$ cat src/rtl/cart_rtc_pkg.sv
`timescale 1ns/1ps
package cart_rtc_pkg;

    localparam int SEC_W  = 6;
    localparam int MIN_W  = 6;
    localparam int HR_W   = 5;
    localparam int DAY_W  = 9;
    localparam int BANK_W = 3;

    typedef enum logic [7:0] {
        SEL_SEC = 8'h08,
        SEL_MIN = 8'h09,
        SEL_HR  = 8'h0A,
        SEL_DLO = 8'h0B,
        SEL_DHI = 8'h0C
    } rtc_reg_e;

    typedef enum logic [1:0] {
        RG_NONE,
        RG_SELECT,
        RG_CAPTURE,
        RG_WINDOW
    } region_e;

    typedef struct packed {
        logic [DAY_W-1:0] day;
        logic [HR_W-1:0]  hr;
        logic [MIN_W-1:0] min;
        logic [SEC_W-1:0] sec;
    } rtc_time_t;

    function automatic region_e region_of(input logic [15:0] a);
        case (a[15:13])
            3'b010:  return RG_SELECT;
            3'b011:  return RG_CAPTURE;
            3'b101:  return RG_WINDOW;
            default: return RG_NONE;
        endcase
    endfunction

    function automatic logic [7:0] field_byte(input rtc_time_t t, input rtc_reg_e s);
        case (s)
            SEL_SEC: return 8'(t.sec);
            SEL_MIN: return 8'(t.min);
            SEL_HR:  return 8'(t.hr);
            SEL_DLO: return t.day[7:0];
            SEL_DHI: return {7'd0, t.day[DAY_W-1]};
            default: return 8'hFF;
        endcase
    endfunction

endpackage

$ cat src/rtl/rtc_wrap_cnt.sv
`timescale 1ns/1ps
module rtc_wrap_cnt #(
    parameter int W     = 6,
    parameter int LIMIT = 60
) (
    input  logic         clk,
    input  logic         rst,
    input  logic         inc,
    input  logic         ld,
    input  logic [W-1:0] ld_val,
    output logic [W-1:0] val,
    output logic         carry
);
    localparam logic [W-1:0] TOP = W'(LIMIT - 1);

    logic at_top;
    assign at_top = (val >= TOP);
    assign carry  = inc & ~ld & at_top;

    always_ff @(posedge clk) begin
        if (rst)
            val <= '0;
        else if (ld)
            val <= ld_val;
        else if (inc)
            val <= at_top ? '0 : val + 1'b1;
    end

    // a step from the top value or beyond lands on zero
    a_r4_wrap_zero: assert property (@(posedge clk) disable iff (rst)
        (inc && !ld && at_top) |=> (val == '0));

    // no step without an increment or a load
    a_r4_hold: assert property (@(posedge clk) disable iff (rst)
        (!inc && !ld) |=> $stable(val));

    // a load takes the presented value
    a_r7_load: assert property (@(posedge clk) disable iff (rst)
        ld |=> (val == $past(ld_val)));

    // a step below the top adds one
    a_r4_step: assert property (@(posedge clk) disable iff (rst)
        (inc && !ld && !at_top) |=> (val == $past(val) + 1'b1));
endmodule

$ cat src/rtl/rtc_select.sv
`timescale 1ns/1ps
module rtc_select
    import cart_rtc_pkg::*;
(
    input  logic              clk,
    input  logic              rst,
    input  logic              wr_sel,
    input  logic [7:0]        wdata,
    output logic              clock_mode,
    output rtc_reg_e          reg_sel,
    output logic [BANK_W-1:0] bank
);
    logic pick_bank, pick_clock;
    assign pick_bank  = wr_sel && (wdata < 8'h08);
    assign pick_clock = wr_sel && (wdata >= 8'h08) && (wdata <= 8'h0C);

    always_ff @(posedge clk) begin
        if (rst) begin
            clock_mode <= 1'b0;
            reg_sel    <= SEL_SEC;
            bank       <= '0;
        end else if (pick_bank) begin
            clock_mode <= 1'b0;
            bank       <= wdata[BANK_W-1:0];
        end else if (pick_clock) begin
            clock_mode <= 1'b1;
            reg_sel    <= rtc_reg_e'(wdata);
        end
    end

    a_r2_bank_pick: assert property (@(posedge clk) disable iff (rst)
        (wr_sel && wdata < 8'h08) |=> (!clock_mode && bank == $past(wdata[BANK_W-1:0])));

    a_r3_clock_pick: assert property (@(posedge clk) disable iff (rst)
        (wr_sel && wdata >= 8'h08 && wdata <= 8'h0C) |=> (clock_mode && 8'(reg_sel) == $past(wdata)));

    a_r3_ignore_high: assert property (@(posedge clk) disable iff (rst)
        (wr_sel && wdata > 8'h0C) |=> ($stable(clock_mode) && $stable(reg_sel) && $stable(bank)));
endmodule

$ cat src/rtl/rtc_snap.sv
`timescale 1ns/1ps
module rtc_snap
    import cart_rtc_pkg::*;
(
    input  logic      clk,
    input  logic      rst,
    input  logic      cap,
    input  rtc_time_t live,
    input  logic      clock_mode,
    input  rtc_reg_e  reg_sel,
    output logic [7:0] rdata
);
    rtc_time_t snap;

    always_ff @(posedge clk) begin
        if (rst)
            snap <= '0;
        else if (cap)
            snap <= live;
    end

    assign rdata = clock_mode ? field_byte(snap, reg_sel) : 8'hFF;

    a_r5_capture: assert property (@(posedge clk) disable iff (rst)
        cap |=> (snap == $past(live)));

    a_r5_hold: assert property (@(posedge clk) disable iff (rst)
        !cap |=> $stable(snap));
endmodule

$ cat src/rtl/cart_rtc.sv
`timescale 1ns/1ps
module cart_rtc
    import cart_rtc_pkg::*;
#(
    parameter int SEC_LIMIT  = 60,
    parameter int MIN_LIMIT  = 60,
    parameter int HOUR_LIMIT = 24
) (
    input  logic              clk,
    input  logic              rst,
    input  logic              tick,
    input  logic              wr_en,
    input  logic              rd_en,
    input  logic [15:0]       addr,
    input  logic [7:0]        wdata,
    output logic [7:0]        rdata,
    output logic              clock_hit,
    output logic              ram_access,
    output logic [BANK_W-1:0] ram_bank
);
    localparam int DAY_LIMIT = 1 << DAY_W;

    region_e   region;
    logic      clock_mode;
    rtc_reg_e  reg_sel;
    rtc_time_t live;
    logic      in_window, field_wr, tick_eff;
    logic      sec_carry, min_carry, hr_carry, day_carry;
    logic      ld_sec, ld_min, ld_hr, ld_day;
    logic [DAY_W-1:0] day_ld_val;

    assign region     = region_of(addr);
    assign in_window  = (region == RG_WINDOW) && (wr_en || rd_en);
    assign clock_hit  = in_window && clock_mode;
    assign ram_access = in_window && !clock_mode;
    assign field_wr   = clock_hit && wr_en;
    assign tick_eff   = tick && !field_wr;

    assign ld_sec = field_wr && (reg_sel == SEL_SEC);
    assign ld_min = field_wr && (reg_sel == SEL_MIN);
    assign ld_hr  = field_wr && (reg_sel == SEL_HR);
    assign ld_day = field_wr && ((reg_sel == SEL_DLO) || (reg_sel == SEL_DHI));
    assign day_ld_val = (reg_sel == SEL_DLO) ? {live.day[DAY_W-1], wdata}
                                             : {wdata[0], live.day[7:0]};

    rtc_select u_select (
        .clk        (clk),
        .rst        (rst),
        .wr_sel     (wr_en && region == RG_SELECT),
        .wdata      (wdata),
        .clock_mode (clock_mode),
        .reg_sel    (reg_sel),
        .bank       (ram_bank)
    );

    rtc_wrap_cnt #(.W(SEC_W), .LIMIT(SEC_LIMIT)) u_sec (
        .clk(clk), .rst(rst), .inc(tick_eff), .ld(ld_sec),
        .ld_val(wdata[SEC_W-1:0]), .val(live.sec), .carry(sec_carry));

    rtc_wrap_cnt #(.W(MIN_W), .LIMIT(MIN_LIMIT)) u_min (
        .clk(clk), .rst(rst), .inc(sec_carry), .ld(ld_min),
        .ld_val(wdata[MIN_W-1:0]), .val(live.min), .carry(min_carry));

    rtc_wrap_cnt #(.W(HR_W), .LIMIT(HOUR_LIMIT)) u_hr (
        .clk(clk), .rst(rst), .inc(min_carry), .ld(ld_hr),
        .ld_val(wdata[HR_W-1:0]), .val(live.hr), .carry(hr_carry));

    rtc_wrap_cnt #(.W(DAY_W), .LIMIT(DAY_LIMIT)) u_day (
        .clk(clk), .rst(rst), .inc(hr_carry), .ld(ld_day),
        .ld_val(day_ld_val), .val(live.day), .carry(day_carry));

    rtc_snap u_snap (
        .clk        (clk),
        .rst        (rst),
        .cap        (wr_en && region == RG_CAPTURE),
        .live       (live),
        .clock_mode (clock_mode),
        .reg_sel    (reg_sel),
        .rdata      (rdata)
    );

    a_r4_day_wrap: assert property (@(posedge clk) disable iff (rst)
        day_carry |=> (live.day == '0));

    a_r9_tick_drop: assert property (@(posedge clk) disable iff (rst)
        (tick && field_wr && reg_sel != SEL_SEC) |=> $stable(live.sec));

    a_r8_route: assert property (@(posedge clk) disable iff (rst)
        $onehot0({clock_hit, ram_access}));

    a_r1_reset: assert property (@(posedge clk)
        rst |=> (live == '0 && ram_bank == '0 && !clock_mode));
endmodule

$ cat config.mk
export PLATFORM = sky130hd
export DESIGN_NAME = cart_rtc
export DESIGN_NICKNAME = d
export VERILOG_FILES = /design/src/rtl/cart_rtc_pkg.sv /design/src/rtl/rtc_wrap_cnt.sv /design/src/rtl/rtc_select.sv /design/src/rtl/rtc_snap.sv /design/src/rtl/cart_rtc.sv
export SDC_FILE = /design/constraint.sdc
export NUM_CORES = 1
export LEC_CHECK = 0
export BUFFER_PORTS_ARGS = -buffer_cell sky130_fd_sc_hd__buf_2
export CORE_MARGIN = 2
export CORE_UTILIZATION = 50
export CTS_CLUSTER_SIZE = 28
export DETAILED_ROUTE_END_ITERATION = 16
export GPL_TIMING_DRIVEN = 0
export PLACE_DENSITY = 0.75
export SYNTH_ARGS = -nofsm -noshare
export SYNTH_HDL_FRONTEND = slang
export SYNTH_SLANG_ARGS = --single-unit
$ cat constraint.sdc
create_clock -name clk -period 2.4 [get_ports clk]
set_clock_uncertainty 0.2 [all_clocks]
set_input_delay 0.36 -clock clk [delete_from_list [all_inputs] [get_ports clk]]
set_output_delay 0.36 -clock clk [all_outputs]
set_load 0.05 [all_outputs]
Word-level counts from Yosys, hierarchy flattened
Index checks and enable logic that the tools add are counted.
{"block": "op_classes", "addsub": 4, "n_mul": 0, "div_mod_pow": 0, "magnitude_cmp": 7, "n_eq_ne": 13, "n_shift": 0, "muxes": 16, "bitwise_logic": 10, "n_reduce_logical": 26}
{"cell": "equality test 8 x 4 -> 1 bit (second input constant)", "count": 5}
{"cell": "one-hot mux 8 bit (5 select lines)", "count": 1}
{"cell": "two-way mux 6 bit", "count": 6}
{"cell": "two-way mux 9 bit", "count": 4}
{"cell": "two-way mux 5 bit", "count": 3}
{"cell": "logical AND 1 bit", "count": 14}
{"cell": "adder 6 x 1 -> 6 bit (second input constant)", "count": 2}
{"cell": "greater-or-equal comparator 6 bit (second input constant)", "count": 2}
{"cell": "adder 9 x 1 -> 9 bit (second input constant)", "count": 1}
{"cell": "greater-or-equal comparator 9 bit (second input constant)", "count": 1}
{"cell": "greater-or-equal comparator 8 x 4 -> 1 bit (second input constant)", "count": 1}
{"cell": "less-or-equal comparator 8 x 4 -> 1 bit (second input constant)", "count": 1}
{"cell": "less-than comparator 8 x 4 -> 1 bit (second input constant)", "count": 1}
{"cell": "two-way mux 8 bit", "count": 1}
{"cell": "nonzero test 2 bit", "count": 4}
{"cell": "AND 1 bit", "count": 6}
{"cell": "equality test 3 x 2 -> 1 bit (second input constant)", "count": 2}
{"cell": "one-hot mux 2 bit (3 select lines)", "count": 1}
{"cell": "AND reduction 2 bit", "count": 3}
{"cell": "adder 5 x 1 -> 5 bit (second input constant)", "count": 1}
{"cell": "greater-or-equal comparator 5 bit (second input constant)", "count": 1}
{"cell": "equality test 2 bit (second input constant)", "count": 2}
{"cell": "NOT 1 bit", "count": 4}
{"cell": "equality test 3 bit (second input constant)", "count": 1}
{"cell": "6 further kinds", "count": 8}
{"block": "totals", "ff_bits": 64, "latch_bits": 0, "mem_bits_rw": 0, "mem_bits_ro": 0, "inputBits": 29, "out_inout_bits": 13, "word_cells": 88, "n_memories": 0}

Longest topological paths before layout
Gate-level depths: netlist of run 1.
{"block": "depth", "depth_word": 16, "mapped_depth": 8, "depth_no_buf": 8}

Hierarchy
From an unflattened synthesis of run 1, not the netlist that was laid out.
{"block": "hier_totals", "cells_unflattened": 374, "hier_area_um2": 3554.7}
{"module": "rtc_snap", "instances": 1, "cells_each": 116, "area_each_um2": 1179.9, "seq_area_each_um2": 520.5}
{"module": "rtc_wrap_cnt (u_min ...)", "instances": 2, "cells_each": 40, "area_each_um2": 357.8, "seq_area_each_um2": 120.1}
{"module": "rtc_wrap_cnt (u_day)", "instances": 1, "cells_each": 65, "area_each_um2": 604.3, "seq_area_each_um2": 180.2}
{"module": "rtc_select", "instances": 1, "cells_each": 47, "area_each_um2": 479.2, "seq_area_each_um2": 240.2}
{"module": "rtc_wrap_cnt (u_hr)", "instances": 1, "cells_each": 39, "area_each_um2": 329.1, "seq_area_each_um2": 100.1}
{"module": "cart_rtc", "instances": 1, "cells_each": 27, "area_each_um2": 246.5, "seq_area_each_um2": 0.0}

Worst setup path before layout of run 1
OpenSTA, ideal clock, no wires.
{"block": "synth_timing", "path_kind": "input to output", "start": "in addr[14]", "end": "out clock_hit", "t_arrival_ps": 1844, "required_ps": 1840, "path_slack_ps": -4, "cell_stages": 2, "path_buffers": 0, "cell_sequence": "nand3b_1 -> nor3b_1"}
{"block": "synth_via", "elab_chain_cells": 5, "word_cells_on_any_way": 7, "classes_between": "eq/ne (4); mux (1); reduce/logical (2)"}
{"element": "from (decl)", "line_no": "cart_rtc.sv:14", "rtl": "input logic [15:0] addr,"}
{"element": "equality test 3 bit / equality test 3 x 2 -> 1 bit (equally long branches)", "line_no": "cart_rtc_pkg.sv:33", "rtl": "case (a[15:13])"}
{"element": "one-hot mux 2 bit (3 select lines) *", "line_no": "cart_rtc_pkg.sv:33"}
{"element": "equality test 2 bit *", "line_no": "cart_rtc.sv:33", "rtl": "assign in_window = (region == RG_WINDOW) && (wr_en || rd_en);"}
{"element": "logical AND 1 bit *", "line_no": "cart_rtc.sv:33"}
{"element": "logical AND 1 bit *", "line_no": "cart_rtc.sv:34", "rtl": "assign clock_hit = in_window && clock_mode;"}
{"element": "to (decl)", "line_no": "cart_rtc.sv:17", "rtl": "output logic clock_hit,"}
Mark *: on every way between the ends. The rest lies on a longest branch, timed or not.

Worst setup path after layout of run 1
{"block": "layout_timing", "start": "reg u_select.reg_sel[5]", "end": "out rdata[2]"}
{"block": "layout_via", "elab_chain_cells": 3, "word_cells_on_any_way": 7, "classes_between": "eq/ne (5); mux (2)"}
{"element": "from (decl)", "line_no": "rtc_select.sv:10", "rtl": "output rtc_reg_e reg_sel,"}
{"element": "from (signal assigned)", "line_no": "rtc_select.sv:27", "rtl": "reg_sel <= rtc_reg_e'(wdata);"}
{"element": "equality test 8 x 4 -> 1 bit", "line_no": "cart_rtc_pkg.sv:42", "rtl": "case (s)"}
{"element": "one-hot mux 8 bit (5 select lines) *", "line_no": "cart_rtc_pkg.sv:42"}
{"element": "two-way mux 8 bit *", "line_no": "rtc_snap.sv:22", "rtl": "assign rdata = clock_mode ? field_byte(snap, reg_sel) : 8'hFF;"}
{"element": "to (decl)", "line_no": "cart_rtc.sv:16", "rtl": "output logic [7:0] rdata,"}
Marked as above.

==> summary.txt, run 1 <==
Final ANT Viol Nets = 0
cell-internal power = 0.00150 W
Fin Setup TNS = -0.731 ns
mean post-synth cell area = 8.07 um2
Rows = 30
most frequent cells in the layout = nand2_1, dfxtp_1, a21oi_1
fraction of layout cells with a size suffix above 1 = 22.6%
Worst setup SP type = flip-flop
TritonCTS Buffers = 9
Synth Flop Type = dfxtp_1
switching share of power = 26.3%
most common cell after layout, fill and taps aside = nand2_1
CTS H-tree depth = 3
post-DP HPWL = 7.37 mm
Pleak = 1.49 nW
worst skew pair latency = 0.35 ns
Final Worst Setup Slack = -0.110 ns
dpl ws = -0.265 ns
Max-Cap Viols = 0
area share of the largest cell type after synthesis = 37.0%
WP data required = 1.84 ns
fmax = 398 MHz
CTS clk-pin slew, worst paths = 0.07 ns
critical path's most frequent cell = buf_6
CP Capture Type = output pin
largest net degree at the start of global routing = 13
Ys Warns = 0
post-detailed-route wirelength per cell = 18.6 um
routability congestion estimate = 0.938
clock buffer depth = 2
I/O pin count = 42
Final Hold Viols = 0
area leader, netlist = dfxtp_1
final setup vio count = 8
syn nets = 463
maximum vdd ir drop = 0.324 mV
Pwr Density = 487 nW/um2
Final Routed Wirelength = 10.5 mm
CTS root buf = clkbuf_8
Post-Synthesis Cells = 429
Remaining Overflow, GRT = 0
# fillers = 598
Slowest-stage cell, CP = or3b_1
FF+latch count, synth = 64
Avg Vias per Cell = 6.38
Comb pwr share = 5.1%
failing checks = negative setup slack
initial antenna violation count = 0
synth top area cells = dfxtp_1, nand2_1, a21oi_1
Hold Crit Class = input port to flip-flop
Final Max Slew Viols = 0
vias = 3594
status = complete, but fails checks
Total Routing Usage GR = 28.9%
Tot Pwr = 0.00203 W
sequential power share = 52.8%
Nets = 512
Crit path max-delay family = simple AND/OR/NAND/NOR gates
final worst-path cycle share = 105%
diode count = 0
critical path class = flip-flop to output pin
Yosys cell types = 63
vias in the first global route = 3362
CP cell instances = or3b_1 > buf_6 > nor2_4 > nand3_4 > a221o_1 > buf_6
drt initial violations = 301
Residual DRC = 0
unrepaired setup endpoints after global routing = yes
P&R area growth vs syn = 20.8%
Final min period = 2.51 ns
DRT Pass-1 Iters = 5
first-pass GRT wire length = 16.7 mm
Final Util = 61.9%
core box area = 6760 um2
Data arrival, critical path = 1.95 ns
Net Switching = 0.000535 W
actual slew at the worst max-slew pin = 0.769 ns
port bufs = 27
Clk network pwr share = 42.1%
die area = 7600 um2
CP max FO = 7
Hold Slack = 0.110 ns
Buf/Inv on CP = 2
EDFF count, synth = 0
die height = 87.2 um
clock sinks = 64
CP max stage delay = 0.38 ns
Slew HR = 48.5%
Initial Utilization = 51.2%
CTS tree = built
Die Width = 87.2 um
post-synthesis async set-or-reset flop share = 0%
post-synthesis cell area = 3460 um2
CTS hold repair buffers = 0
part of the Yosys area used for sequential elements = 37.0%
==> cells in the mapped netlist, drive strengths merged, types with 9 or more instances <==
master,instances
nor2,28
nand3,22
a211oi,9
mux2i,9
o21ai,14
a31oi,9
dfxtp,64
a21oi,43
nor3,11
a221oi,9
and3,10
clkbuf,21
nand2,77
buf,9
==> worst register-to-register path, stage by stage, from the launching register on <==
cell	delay [ns]
dfxtp_1	0.31
or3b_1	0.38
buf_6	0.16
buf_4	0.15
nor4_4	0.26
buf_4	0.20
or3b_1	0.37
a22oi_2	0.14
a211oi_2	0.06
==> state kept, by name (all words and copies together) (netlist names) <==
register / cells
u_day.val: 9
u_hr.val: 5
u_min.val: 6
u_sec.val: 6
u_select.bank: 3
u_select.clock_mode: 1
u_select.reg_sel: 8
u_snap.snap: 26
==> power by group through the flow <==
| stage | sequential [W] | clock [W] | combinational [W] |
|---|---|---|---|
| 2_1_floorplan | 0.00109 | 0 | 0.0000494 |
| 3_3_place_gp | 0.00110 | 0 | 0.0000972 |
| 3_5_place_dp | 0.00110 | 0 | 0.0000987 |
| 4_1_cts | 0.00107 | 0.000869 | 0.000100 |
| 5_1_grt | 0.00107 | 0.000918 | 0.000111 |
| 6_report | 0.00107 | 0.000856 | 0.000104 |
==> worst paths after layout <==
path,from,end,slack (ns),cells after the start
max,u_select.reg_sel[5],rdata[2],-0.11,6
min,wdata[6],u_day.val[6],0.11,3
max reg2reg,u_select.reg_sel[5],u_day.val[8],0.04,8
min reg2reg,u_select.reg_sel[3],u_select.reg_sel[3],0.24,1
==> logic make-up (layout without fill, tap and decap cells) <==
kind of cell	Yosys count	after routing	synth area share [%]
simple gates	186	186	27.7
compound gates	122	122	24.2
flops	64	64	37.0
buf+inv	35	89	4.37
mux	13	13	3.90
fa+ha+maj	5	5	1.81
xor+xnor	4	4	1.01
==> through the flow <==
stage / cells / cell area [um2]
after global placement: 536 / 3700
final: 563 / 4180
after CTS: 559 / 4090
after global routing: 563 / 4180
after floorplan: 429 / 3470
after detailed placement: 536 / 3700
==> final cells by class <==
type                            count  area [um2]  area share (%)
Clock buffer                       10         138            3.29
Clock inverter                      6        43.8            1.05
Inverter                            5        18.8           0.449
Multi-Input combinational cell    330        2160            51.7
Buffer                             27         128            3.05
Sequential cell                    64        1290            30.8
Timing Repair Buffer               41         303            7.24
Tap cell                           80         100            2.39
==> metal layers <==
layer / vias to the layer above / GRT usage, % / part of all wire [%]
li1: 1689 / - / -
met1: 1692 / 37.5 / 40
met2: 181 / 45.7 / 48
met3: 32 / 5.12 / 8.5
met4: 0 / 15.5 / 3.0
met5: - / 0 / 0
==> repair_timing <==
action | CTS | global route
resized for setup | 34 | 16
pin swaps | 12 | 10
buffers inserted | 9 | 5
endpoints found under the setup margin | 22 | 23
Power figures use the tool's default switching activity.
==> inputs of run 2 (changes only) <==
Settings changed: SYNTH_HIERARCHICAL set to 1.
==> summary.txt, run 2 <==
Total Routing Usage GR = 26.1%
Residual DRC = 0
DRT Pass-1 Iters = 4
Worst Hold End = u_select/clock_mode
post-detailed-route wirelength per cell = 18.1 um
actual slew at the worst max-slew pin = 0.615 ns
Avg Vias per Cell = 5.90
drt initial violations = 208
dpl ws = -1.09 ns
most common cell after layout, fill and taps aside = dfxtp_1
CTS tree = built
design area = 4690 um2
Remaining Overflow, GRT = 0
Final Routed Wirelength = 9.86 mm
syn nets = 406
final setup vio count = 32
CP max FO = 5
routability congestion estimate = 0.874
first-pass GRT wire length = 15.3 mm
Clk network pwr share = 46.4%
Post-Synthesis Cells = 372
CTS hold repair buffers = 0
vias in the first global route = 3072
Final Max Slew Viols = 0
R2R Setup Slk = -0.59 ns
CP Capture Type = flip-flop
Final ANT Viol Nets = 0
hold_sp = wdata[6]
maximum vdd ir drop = 0.329 mV
clock buffer depth = 2
Tot Pwr = 0.00219 W
Ys Warns = 6
die height = 88.2 um
Rows = 30
Biggest register = u_snap/snap
failing checks = negative setup slack
Crit Reg-Reg Endpoint = u_day/val[0]
Hold Crit Class = input port to flip-flop
fraction of layout cells with a size suffix above 1 = 38.8%
TritonCTS Buffers = 9
Final Worst Setup Slack = -0.592 ns
cell-internal power = 0.00168 W
largest net degree at the start of global routing = 24
diode count = 0
I/O pin count = 42
port bufs = 28
die area = 7780 um2
Pwr Density = 467 nW/um2
most frequent cells in the layout = dfxtp_1, nor2_1, mux2i_1
Final min period = 2.99 ns
Net Switching = 0.000509 W
core box area = 6830 um2
Comb pwr share = 4.9%
status = complete, but fails checks
switching share of power = 23.2%
WP data required = 2.43 ns
fmax = 334 MHz
Post-DP Area = 3880 um2
post-synthesis cell area = 3540 um2
initial antenna violation count = 0
CTS root buf = clkbuf_8
CTS clk-pin slew, worst paths = 0.07 ns
clock sinks = 64
critical path class = flip-flop to flip-flop
r2r worst-path depth = 13
Final Hold Viols = 0
RR Startpoint = u_select/reg_sel[6]
Fin Setup TNS = -7.66 ns
post-DP HPWL = 6.08 mm
vias = 3208
Initial Utilization = 51.9%
Slew HR = 58.5%
Largest register FFs = 26
unrepaired setup endpoints after global routing = yes
# fillers = 515
Pleak = 1.69 nW
P&R area growth vs syn = 32.3%
Final Util = 68.6%
Max-Cap Viols = 0
worst hold stages = 4
Die Width = 88.2 um
sequential power share = 48.7%
largest registers = u_snap/snap (26), u_day/val (9), u_select/reg_sel (8)
Nets = 477
worst skew pair latency = 0.35 ns
mean post-synth cell area = 9.53 um2
Worst setup SP type = flip-flop
CTS H-tree depth = 3
final worst-path cycle share = 125%
Data arrival, critical path = 3.02 ns
[run 2: changes by cell type in the layout (fill, tap and decap cells not counted), sizes merged, moves of 10 or more]
cell	change
a21oi	-10
mux2i	+22
o22ai	+16
nand3	-12
buf	+24
nor3b	+26
clkbuf	-10
nand2	-74
[run 2: area by class of cell]
cell class	instances	area (um2)	area share, %
sequential	64	1300	27.6
inverter	14	55.1	1.17
timing repair buffer	63	498	10.6
tap	96	120	2.56
clock inverter	5	81.3	1.73
clock buffer	11	131	2.80
multi-input combinational	273	2380	50.7
buffer	18	130	2.77
[run 2: worst max-delay path by stage]
stage                     slack, ns      endpoint                start  depth (start not counted)
final                         -0.59  u_day/val[0]  u_select/reg_sel[6]                         13
after global routing          -0.70  u_day/val[0]  u_select/reg_sel[6]                         13
after CTS                     -0.51  u_day/val[1]  u_select/reg_sel[3]                         14
after detailed placement      -1.09  u_day/val[1]             addr[13]                         16
after global placement        -1.11  u_day/val[1]             addr[13]                         16
after floorplan               -0.58  u_day/val[0]  u_select/reg_sel[6]                         14
[run 2: metal layers]
layer | GRT usage [%] | share of wire (%)
met5 | 0 | 0
met4 | 10.2 | 2.2
met3 | 6.31 | 4.9
met2 | 43.2 | 49
met1 | 32.9 | 44
[run 2: power groups by stage]
stage / Combinational [W] / Sequential (W) / Clock (W)
6_report: 0.000108 / 0.00107 / 0.00102
5_1_grt: 0.000115 / 0.00107 / 0.00108
4_1_cts: 0.000102 / 0.00107 / 0.00103
3_5_place_dp: 0.0000987 / 0.00109 / 0
3_3_place_gp: 0.0000962 / 0.00109 / 0
2_1_floorplan: 0.0000498 / 0.00109 / 0
[run 2: what timing repair did]
item                       CTS  global route
setup endpoints to repair   29            33
resized for setup           39            33
setup buffers               21            17
pin swaps                   10            17
[run 2: through the flow]
stage	cells	hold slack, ns
global route	544	0.185
floorplan	372	0.229
global placement	496	0.266
finish	544	0.158
CTS	532	0.148
detailed placement	496	0.272
[run 2: worst max-delay path, stage by stage, from the launching register on]
cell	delay (ns)
dfxtp_2	0.33
or4b_4	0.53
nand4bb_4	0.27
buf_6	0.17
nor4b_4	0.29
buf_6	0.16
nor3_4	0.04
inv_2	0.07
nor3b_2	0.05
buf_6	0.13
buf_4	0.14
mux2_2	0.26
mux2i_1	0.16
nor2_1	0.07
==> inputs of run 3 (changes only) <==
Settings changed: GPL_ROUTABILITY_DRIVEN set to 1, PLACE_DENSITY 0.75 to 0.73, SETUP_SLACK_MARGIN set to 0.4.
==> summary.txt, run 3 (synthesized netlist as in run 2, its figures left out) <==
# fillers = 472
met3 GRT Util = 4.71%
drt initial violations = 189
Final Routed Wirelength = 10.3 mm
I/O pin count = 42
DRT Pass-1 Iters = 5
critical path class = flip-flop to flip-flop
CTS hold repair buffers = 0
Largest register FFs = 26
largest net degree at the start of global routing = 24
most frequent cells in the layout = dfxtp_1, nor2_1, buf_4, mux2i_1, buf_6
die area = 7780 um2
unrepaired setup endpoints after global routing = yes
port bufs = 28
post-DP HPWL = 6.10 mm
status = complete, but fails checks
Final Worst Setup Slack = -0.569 ns
first-pass GRT wire length = 15.9 mm
Rows = 30
final worst-path cycle share = 124%
initial antenna violation count = 0
worst skew pair latency = 0.34 ns
WP data required = 2.46 ns
die height = 88.2 um
grt met1 use = 35.0%
Nets = 492
Slew HR = 60.0%
Hold Slack = 0.185 ns
Final Max Slew Viols = 0
CTS H-tree depth = 3
Remaining Overflow, GRT = 0
vias = 3327
failing checks = negative setup slack
core box area = 6830 um2
CP Capture Type = flip-flop
CP max FO = 5
Final Hold Viols = 0
Pleak = 1.79 nW
Total Routing Usage GR = 27.1%
Initial Utilization = 51.9%
maximum vdd ir drop = 0.311 mV
clock sinks = 64
diode count = 0
Biggest register = u_snap/snap
Data arrival, critical path = 3.03 ns
Residual DRC = 0
fmax = 337 MHz
final setup vio count = 22
dpl ws = -1.15 ns
CTS clk-pin slew, worst paths = 0.07 ns
largest registers = u_snap/snap (26), u_day/val (9), u_select/reg_sel (8)
Avg Vias per Cell = 5.96
clock buffer depth = 2
Hold Crit Class = input port to flip-flop
actual slew at the worst max-slew pin = 0.592 ns
layer with the highest usage = met2
Die Width = 88.2 um
vias in the first global route = 3082
CTS root buf = clkbuf_8
routability congestion estimate = 0.827
post-detailed-route wirelength per cell = 18.5 um
Worst setup SP type = flip-flop
most common cell after layout, fill and taps aside = dfxtp_1
Max-Cap Viols = 0
M2 GR Usage = 44.8%
Pwr Density = 408 nW/um2
TritonCTS Buffers = 9
P&R area growth vs syn = 38.5%
fraction of layout cells with a size suffix above 1 = 43.3%
CTS tree = built
Final ANT Viol Nets = 0
Final min period = 2.97 ns
==> run 3: layer usage <==
layer,share of wire (%),vias to the layer above
li1,-,1563
met3,4.8,25
met5,0,-
met4,2.6,0
met1,43,1630
met2,49,109
==> run 3: what timing repair did <==
item                                   CTS  global route
endpoints found under the hold margin    0             0
setup endpoints to repair               34            34
buffers inserted                        31            15
pin swaps                               19            26
gates cloned                             1             0
gates resized for setup                104            19
==> run 3: cell type report <==
class | instances | area [um2] | area share, %
buffer | 21 | 171 | 3.49
clock buffer | 12 | 155 | 3.16
clock inverter | 3 | 17.5 | 0.357
inverter | 14 | 55.1 | 1.12
multi-input combinational | 273 | 2430 | 49.5
sequential | 64 | 1300 | 26.5
tap | 96 | 120 | 2.45
timing repair buffer | 75 | 658 | 13.4
==> run 3: through the flow <==
stage	total power (W)	util [%]	area, um2	TNS, ns	std cells
after global placement	0.00119	57.2	3910	-13.09	496
final	0.00200	71.8	4910	-8.57	558
after floorplan	0.00114	-	3650	-6.29	372
after global routing	0.00208	71.8	4910	-10.45	558
after CTS	0.00202	69.1	4720	-7.47	543
after detailed placement	0.00119	57.2	3910	-13.79	496
==> run 3: power breakdown <==
group	switching (W)	internal, W
combinational	0.0000739	0.0000359
clock	0.000405	0.000422
sequential	0.00000361	0.00106
total	0.000482	0.00152
==> run 3: path summary, 6_finish.rpt <==
check	start	end	slack, ns	depth (start not counted)
setup / recovery	u_select/reg_sel[3]	u_day/val[1]	-0.57	15
hold / removal	wdata[6]	u_select/clock_mode	0.18	4
setup reg to reg	u_select/reg_sel[3]	u_day/val[1]	-0.57	15
hold reg to reg	u_select/bank[1]	u_select/bank[1]	0.28	2
==> run 3: critical path, stage by stage, from the launching register on <==
cell       delay, ns
dfxtp_2         0.33
or4b_4          0.21
nand4bb_4       0.16
nor4_4          0.06
buf_6           0.14
nor3_4          0.19
buf_6           0.14
inv_4           0.04
nor3_4          0.23
inv_2           0.08
nor3b_4         0.20
buf_6           0.15
nand2b_4        0.05
or3_4           0.34
a31o_4          0.25
o22ai_2         0.14
